==> config.mk <==
export PLATFORM = sky130hd
export DESIGN_NAME = brsq_ctrl
export DESIGN_NICKNAME = d
export VERILOG_FILES = /design/src/rtl/brsq_pkg.sv /design/src/rtl/brsq_pc_gen.sv /design/src/rtl/brsq_stage_pipe.sv /design/src/rtl/brsq_ctrl.sv
export SDC_FILE = /design/constraint.sdc
export NUM_CORES = 1
export LEC_CHECK = 0
export ABC_AREA = 1
export CELL_PAD_IN_SITES_DETAIL_PLACEMENT = 1
export CELL_PAD_IN_SITES_GLOBAL_PLACEMENT = 2
export CORE_MARGIN = 3
export CORE_UTILIZATION = 32
export DETAILED_ROUTE_END_ITERATION = 10
export GPL_ROUTABILITY_DRIVEN = 0
export PLACE_DENSITY_LB_ADDON = 0.1
export SLEW_MARGIN = 20
export SYNTH_ARGS = -nofsm -noshare
export SYNTH_HDL_FRONTEND = slang
export SYNTH_HIERARCHICAL = 1
export SYNTH_SLANG_ARGS = --single-unit
==> constraint.sdc <==
create_clock -name clk -period 3.75 [get_ports clk]
set_clock_uncertainty 0.1 [all_clocks]
set_input_delay 0.75 -clock clk [delete_from_list [all_inputs] [get_ports clk]]
set_output_delay 0.75 -clock clk [all_outputs]
set_load 0.05 [all_outputs]
==> src/rtl/brsq_pkg.sv <==
package brsq_pkg;
  localparam int NUM_ST = 6;  // PC select, fetch, decode, reg read, execute, writeback
  localparam int EX_IDX = 4;  // stage where branches resolve
  localparam int WB_IDX = NUM_ST - 1;
  localparam int FRONT_N = EX_IDX;  // slots younger than execute
endpackage

==> src/rtl/brsq_pc_gen.sv <==
module brsq_pc_gen #(
  parameter int PC_W = 32,
  parameter logic [PC_W-1:0] RESET_VEC = '0,
  parameter int STEP = 4
) (
  input  logic            clk,
  input  logic            rst,
  input  logic            redirect,
  input  logic [PC_W-1:0] redir_pc,
  output logic [PC_W-1:0] pc_q,
  output logic            vld_q
);
  localparam logic [PC_W-1:0] STEP_W = PC_W'(STEP);

  always_ff @(posedge clk) begin
    if (rst) begin
      pc_q  <= RESET_VEC;
      vld_q <= 1'b0;
    end else if (redirect) begin
      pc_q  <= redir_pc;
      vld_q <= 1'b1;
    end else begin
      if (vld_q) pc_q <= pc_q + STEP_W;
      vld_q <= 1'b1;
    end
  end

  // sequential step
  a_r2_seq_step: assert property (@(posedge clk) disable iff (rst)
    (vld_q && !redirect) |=> (pc_q == $past(pc_q) + STEP_W && vld_q));

  // redirect loads target
  a_r4_redirect_load: assert property (@(posedge clk) disable iff (rst)
    redirect |=> (pc_q == $past(redir_pc) && vld_q));
endmodule

==> src/rtl/brsq_stage_pipe.sv <==
module brsq_stage_pipe
  import brsq_pkg::*;
#(
  parameter int PC_W = 32
) (
  input  logic                         clk,
  input  logic                         rst,
  input  logic                         squash,
  input  logic                         head_vld,
  input  logic [PC_W-1:0]              head_pc,
  input  logic                         ex_wr_req,
  output logic [NUM_ST-1:0]            vld,
  output logic [NUM_ST-1:0][PC_W-1:0]  pc,
  output logic                         wb_wen
);
  localparam logic [NUM_ST-1:0] SQ_MASK = NUM_ST'(((1 << EX_IDX) - 1) << 1);

  assign vld[0] = head_vld;
  assign pc[0]  = head_pc;

  for (genvar i = 1; i < NUM_ST; i++) begin : g_stage
    localparam bit CLEARABLE = (i <= EX_IDX);
    always_ff @(posedge clk) begin
      if (rst) begin
        vld[i] <= 1'b0;
      end else if (CLEARABLE) begin
        vld[i] <= vld[i-1] & ~squash;
      end else begin
        vld[i] <= vld[i-1];
      end
      pc[i] <= pc[i-1];
    end
  end

  always_ff @(posedge clk) begin
    if (rst) wb_wen <= 1'b0;
    else     wb_wen <= vld[EX_IDX] & ex_wr_req;
  end

  // squashed slots are empty on the next cycle
  a_r5_front_cleared: assert property (@(posedge clk) disable iff (rst)
    squash |=> ((vld & SQ_MASK) == '0));

  // write enable only with a live writeback slot
  a_r8_wen_needs_valid: assert property (@(posedge clk) disable iff (rst)
    wb_wen |-> vld[WB_IDX]);

  // the resolving branch itself reaches writeback
  a_r9_branch_advances: assert property (@(posedge clk) disable iff (rst)
    (squash && vld[EX_IDX]) |=> (vld[WB_IDX] && pc[WB_IDX] == $past(pc[EX_IDX])));
endmodule

==> src/rtl/brsq_ctrl.sv <==
module brsq_ctrl
  import brsq_pkg::*;
#(
  parameter int PC_W = 32,
  parameter logic [PC_W-1:0] RESET_VEC = 32'h0000_0100,
  parameter int STEP = 4
) (
  input  logic               clk,
  input  logic               rst,
  input  logic               ex_br_valid,
  input  logic               ex_br_taken,
  input  logic [PC_W-1:0]    ex_br_target,
  input  logic               ex_wr_req,
  output logic [PC_W-1:0]    fetch_pc,
  output logic [NUM_ST-1:0]  stage_valid,
  output logic [FRONT_N-1:0] front_kill,
  output logic [PC_W-1:0]    ex_pc,
  output logic [PC_W-1:0]    wb_pc,
  output logic               wb_wen
);
  logic                        redirect;
  logic                        head_vld;
  logic [PC_W-1:0]             head_pc;
  logic [NUM_ST-1:0][PC_W-1:0] pc_arr;

  assign redirect = stage_valid[EX_IDX] & ex_br_valid & ex_br_taken;

  brsq_pc_gen #(.PC_W(PC_W), .RESET_VEC(RESET_VEC), .STEP(STEP)) u_pc (
    .clk(clk), .rst(rst), .redirect(redirect), .redir_pc(ex_br_target),
    .pc_q(head_pc), .vld_q(head_vld)
  );

  brsq_stage_pipe #(.PC_W(PC_W)) u_pipe (
    .clk(clk), .rst(rst), .squash(redirect), .head_vld(head_vld),
    .head_pc(head_pc), .ex_wr_req(ex_wr_req), .vld(stage_valid),
    .pc(pc_arr), .wb_wen(wb_wen)
  );

  for (genvar k = 0; k < FRONT_N; k++) begin : g_kill
    assign front_kill[k] = redirect & stage_valid[k];
  end

  assign fetch_pc = head_pc;
  assign ex_pc    = pc_arr[EX_IDX];
  assign wb_pc    = pc_arr[WB_IDX];

  // reset state
  a_r1_reset_state: assert property (@(posedge clk)
    rst |=> (fetch_pc == RESET_VEC && stage_valid == '0));

  // branch inputs from a dead execute slot do nothing
  a_r7_dead_branch_ignored: assert property (@(posedge clk) disable iff (rst)
    (!stage_valid[EX_IDX] && stage_valid[0] && ex_br_valid && ex_br_taken)
      |=> (fetch_pc == $past(fetch_pc) + PC_W'(STEP)));

  a_r7_no_kill_when_dead: assert property (@(posedge clk) disable iff (rst)
    !stage_valid[EX_IDX] |-> (front_kill == '0));
endmodule

==> results.md <==
Outcome:
- The flow ran to the end, and the final reports show no timing, DRC or antenna violations.

GRT:
- Entering global routing, the biggest net connects 31 pins.
- The first global-routing pass estimated 20700 microns of wire.
- For met1 alone, demand over resource in global routing was 18.2%.
- The combined global-route utilization of all metal layers is 14.4%.
- The met3 track demand over resource in global routing is 4.16%.
- The initial antenna violation count is 0.
- The via count of the first global-routing pass was 4078.
- met2 is the most crowded layer.
- Global routing finished with a remaining overflow of 0.
- Global routing consumed, on the met2 layer, 23.2% of the routing resources.

Worst setup path:
- STA classifies the critical path startpoint as a primary input.
- Walking the worst path, the cells encountered are clkdlybuf4s50_1 > nand3_2 > nor2_1 > clkdlybuf4s50_1.
- The terminus of the critical flop-to-flop path is u_pc/pc_q[11].
- By instance count, the cell type seen most on the critical path is sky130_fd_sc_hd__clkdlybuf4s50_1.
- The depth of the most critical reg-to-reg path is 7.
- In this run the worst setup path begins at ex_br_taken.
- The critical path required time is 2900 ps.
- STA classifies the critical path endpoint as an output port.
- STA puts the critical path data arrival time at 2310 ps.
- The worst-path maximum fanout is 5.
- The register-to-register setup slack is 1580 ps.
- The worst register-to-register path begins at u_pipe/vld[4].
- The slowest stage of the critical path is the sky130_fd_sc_hd__clkdlybuf4s50_1 cell.
- On the worst path, the slowest cell contributes a delay of 810 ps.
- The setup path with the least slack is of type primary input to output port.

Detailed routing:
- The first TritonRoute pass finished after 4 iterations.
- The via total after detailed routing is 3957.
- The mean routed wirelength per cell is 14.8 microns.
- For this block, the initial DRC count from the detailed router was 133.
- After detailed routing, the number of vias per cell comes to 4.36.
- The count of nets left with antenna violations once routing finished came out at 0.
- The remaining design rule violation count is 0.
- The wire length after detailed routing is 13400 microns.

Hold path:
- In this run the most critical hold path is launched from u_pipe/pc[60].
- The worst hold endpoint is u_pipe/pc[92].
- The kind of path behind the tightest hold check is flop to flop.
- The worst hold path was traced through 0 stages.

Floorplan:
- The total area inside the core boundary comes to 16800 sq um.
- The die footprint is 19000 sq um.
- The number of cell rows is 47.
- During I/O placement, the number of pins put on the boundary was 144.
- In this run the vertical extent of the chip is 138 microns.
- The starting density of the core is 33.1%.
- The die outline width is 138 microns.

Pwr:
- Per report_power, the sequential group accounts for 52.5% of the total.
- Net switching is 24.2% of the power.
- The internal power component is 3.11 mW.
- The analysis attributes to net switching a power of 0.994 mW.
- The proportion of power drawn by the clock network is 43.8%.
- IR analysis of the VDD net gives a maximum drop of 0.287 mV.
- The part of the power in combinational logic is 3.8%.
- The post-layout total power is 4.10 mW.
- Power spread over the standard cell area amounts to 524 nW/um^2.
- In this run the static leakage power is 2.88 nW.

STA:
- The post-route setup TNS is 0 ps.
- Headroom to the max-slew limit came out at 46.9%.
- Setup repair after global routing left no endpoint under its margin.
- Setup violations remaining at the end of the flow were counted as 0.
- At the pin with the least slew margin, the transition time is 796 ps.
- The final max-slew violation count is 0.
- Setup slack closes at 594 ps.
- The post-layout minimum cycle time is 3160 ps.
- Timing would allow up to 0.317 GHz.
- The final period utilization is 84.2%.
- The number of failing hold endpoints at the final stage was 0.

Finish:
- The filler-free cell count of the finished design is 907.
- The area of combinational cells with multiple inputs is 1380 sq um.
- The total inserted antenna cells is 0.
- In the final layout, the share of cells above drive strength 1 is 8.15%.
- The layout overhead on the synthesized area is 40.8%.
- The number of nets in the finished design is 712.
- The filler cell count in the final layout is 1836.
- The area of all placed cells without fillers is 7820 sq um.
- The register area is 3980 sq um.

Place:
- Input and output buffers added on the ports amount to 143.
- The wire-length estimate of the detail-placed layout is 9580 microns.
- The cell count after placement is 875.
- Before CTS, the worst setup slack after placement is 570 ps.
- The post-placement cell area is 7230 sq um.

Clock network:
- The root buffer cell chosen for the clock tree is sky130_fd_sc_hd__clkbuf_16.
- The longest clock path from root to sink contains 2 buffers.
- The deepest level of the CTS H-tree is 4.
- The source-to-sink clock delay at the later pin of the worst-skew pair is 430 ps.
- The clock input transition at the sequential cells of the worst setup and hold paths is 70 ps.
- Clock tree synthesis found a total of 199 sinks.
- After clock tree synthesis, the flow added hold-fix buffers numbering 0.
- The clock tree from TritonCTS is built.
- The post-cts sizing count is 0.
- The number of buffers added by the clock tree synthesis step is 17.
- The number of setup buffers added after CTS is 0.

Flow run:
- The number of violations of the max-capacitance limit is 0.

Logic synthesis:
- The number of synthesis warnings is 6.
- The cell area after synthesis is 5550 sq um.
- The net count after synthesis is 559.
- After technology mapping, the gate count stands at 521.
- In this run the mean area of a mapped cell was 10.7 sq um.
[flip-flops by register name, indices dropped and copies added (netlist names)]
signal,flops
u_pipe/pc,160
u_pipe/wb_wen,1
u_pc/vld_q,1
u_pc/pc_q,32
u_pipe/vld,5
[stage by stage]
step / hold WS [ps] / utilization (%)
after floorplan: 210 / -
after global placement: 210 / 43.1
after detailed placement: 213 / 43.1
after CTS: 227 / 46.7
after global routing: 231 / 46.7
final: 226 / 46.7
[worst max-delay path, delay by kind of cell]
kind	cells	cell delay, ps
buffers and inverters	2	1290
AND/OR/NAND/NOR	2	270
[cell usage in the layout, fill, tap and decap left out, drive strengths merged, types with 2 or more instances in the layout]
master         count
nand2            104
nor2              59
clkdlybuf4s50    143
clkinvlp           2
clkinv             4
inv               45
nand3b             2
nand3             37
buf                3
or2                2
xor2               4
o21bai             3
a31oi              4
o21ai              9
clkbuf            17
dfxtp            199
a22oi             19
and2               3
a21oi             25
[per-layer routing]
layer	up-vias	part of all wire, %
li1	1977	-
met1	1874	46
met2	96	47
met3	10	5.3
met4	0	1.4
met5	-	0
[how the worst max path moves through the flow]
stage          slack, ps       endpoint  depth (start not counted)
5_1_grt              510  front_kill[1]                          4
3_3_place_gp         610  front_kill[0]                          4
6_report             590  front_kill[1]                          4
4_1_cts              550  front_kill[1]                          4
2_1_floorplan       1370  front_kill[0]                          2
3_5_place_dp         570  front_kill[1]                          4
[cell type report]
| class | instances | share of cell area, % |
|---|---|---|
| inverters | 36 | 1.74 |
| repair buffers | 146 | 18.6 |
| multi-input cells | 274 | 17.6 |
| clock inverters | 15 | 2.14 |
| clock buffers | 17 | 5.44 |
| flip-flops and latches | 199 | 51.0 |
| well taps | 220 | 3.52 |
[power by group through the flow]
stage          sequential, mW  clock (mW)  combinational [mW]
3_3_place_gp             2.20           0               0.155
4_1_cts                  2.15        1.85               0.156
2_1_floorplan            2.25           0              0.0295
3_5_place_dp             2.20           0               0.155
5_1_grt                  2.16        1.95               0.163
6_report                 2.15        1.79               0.155
(Power assumes the default switching activity.)
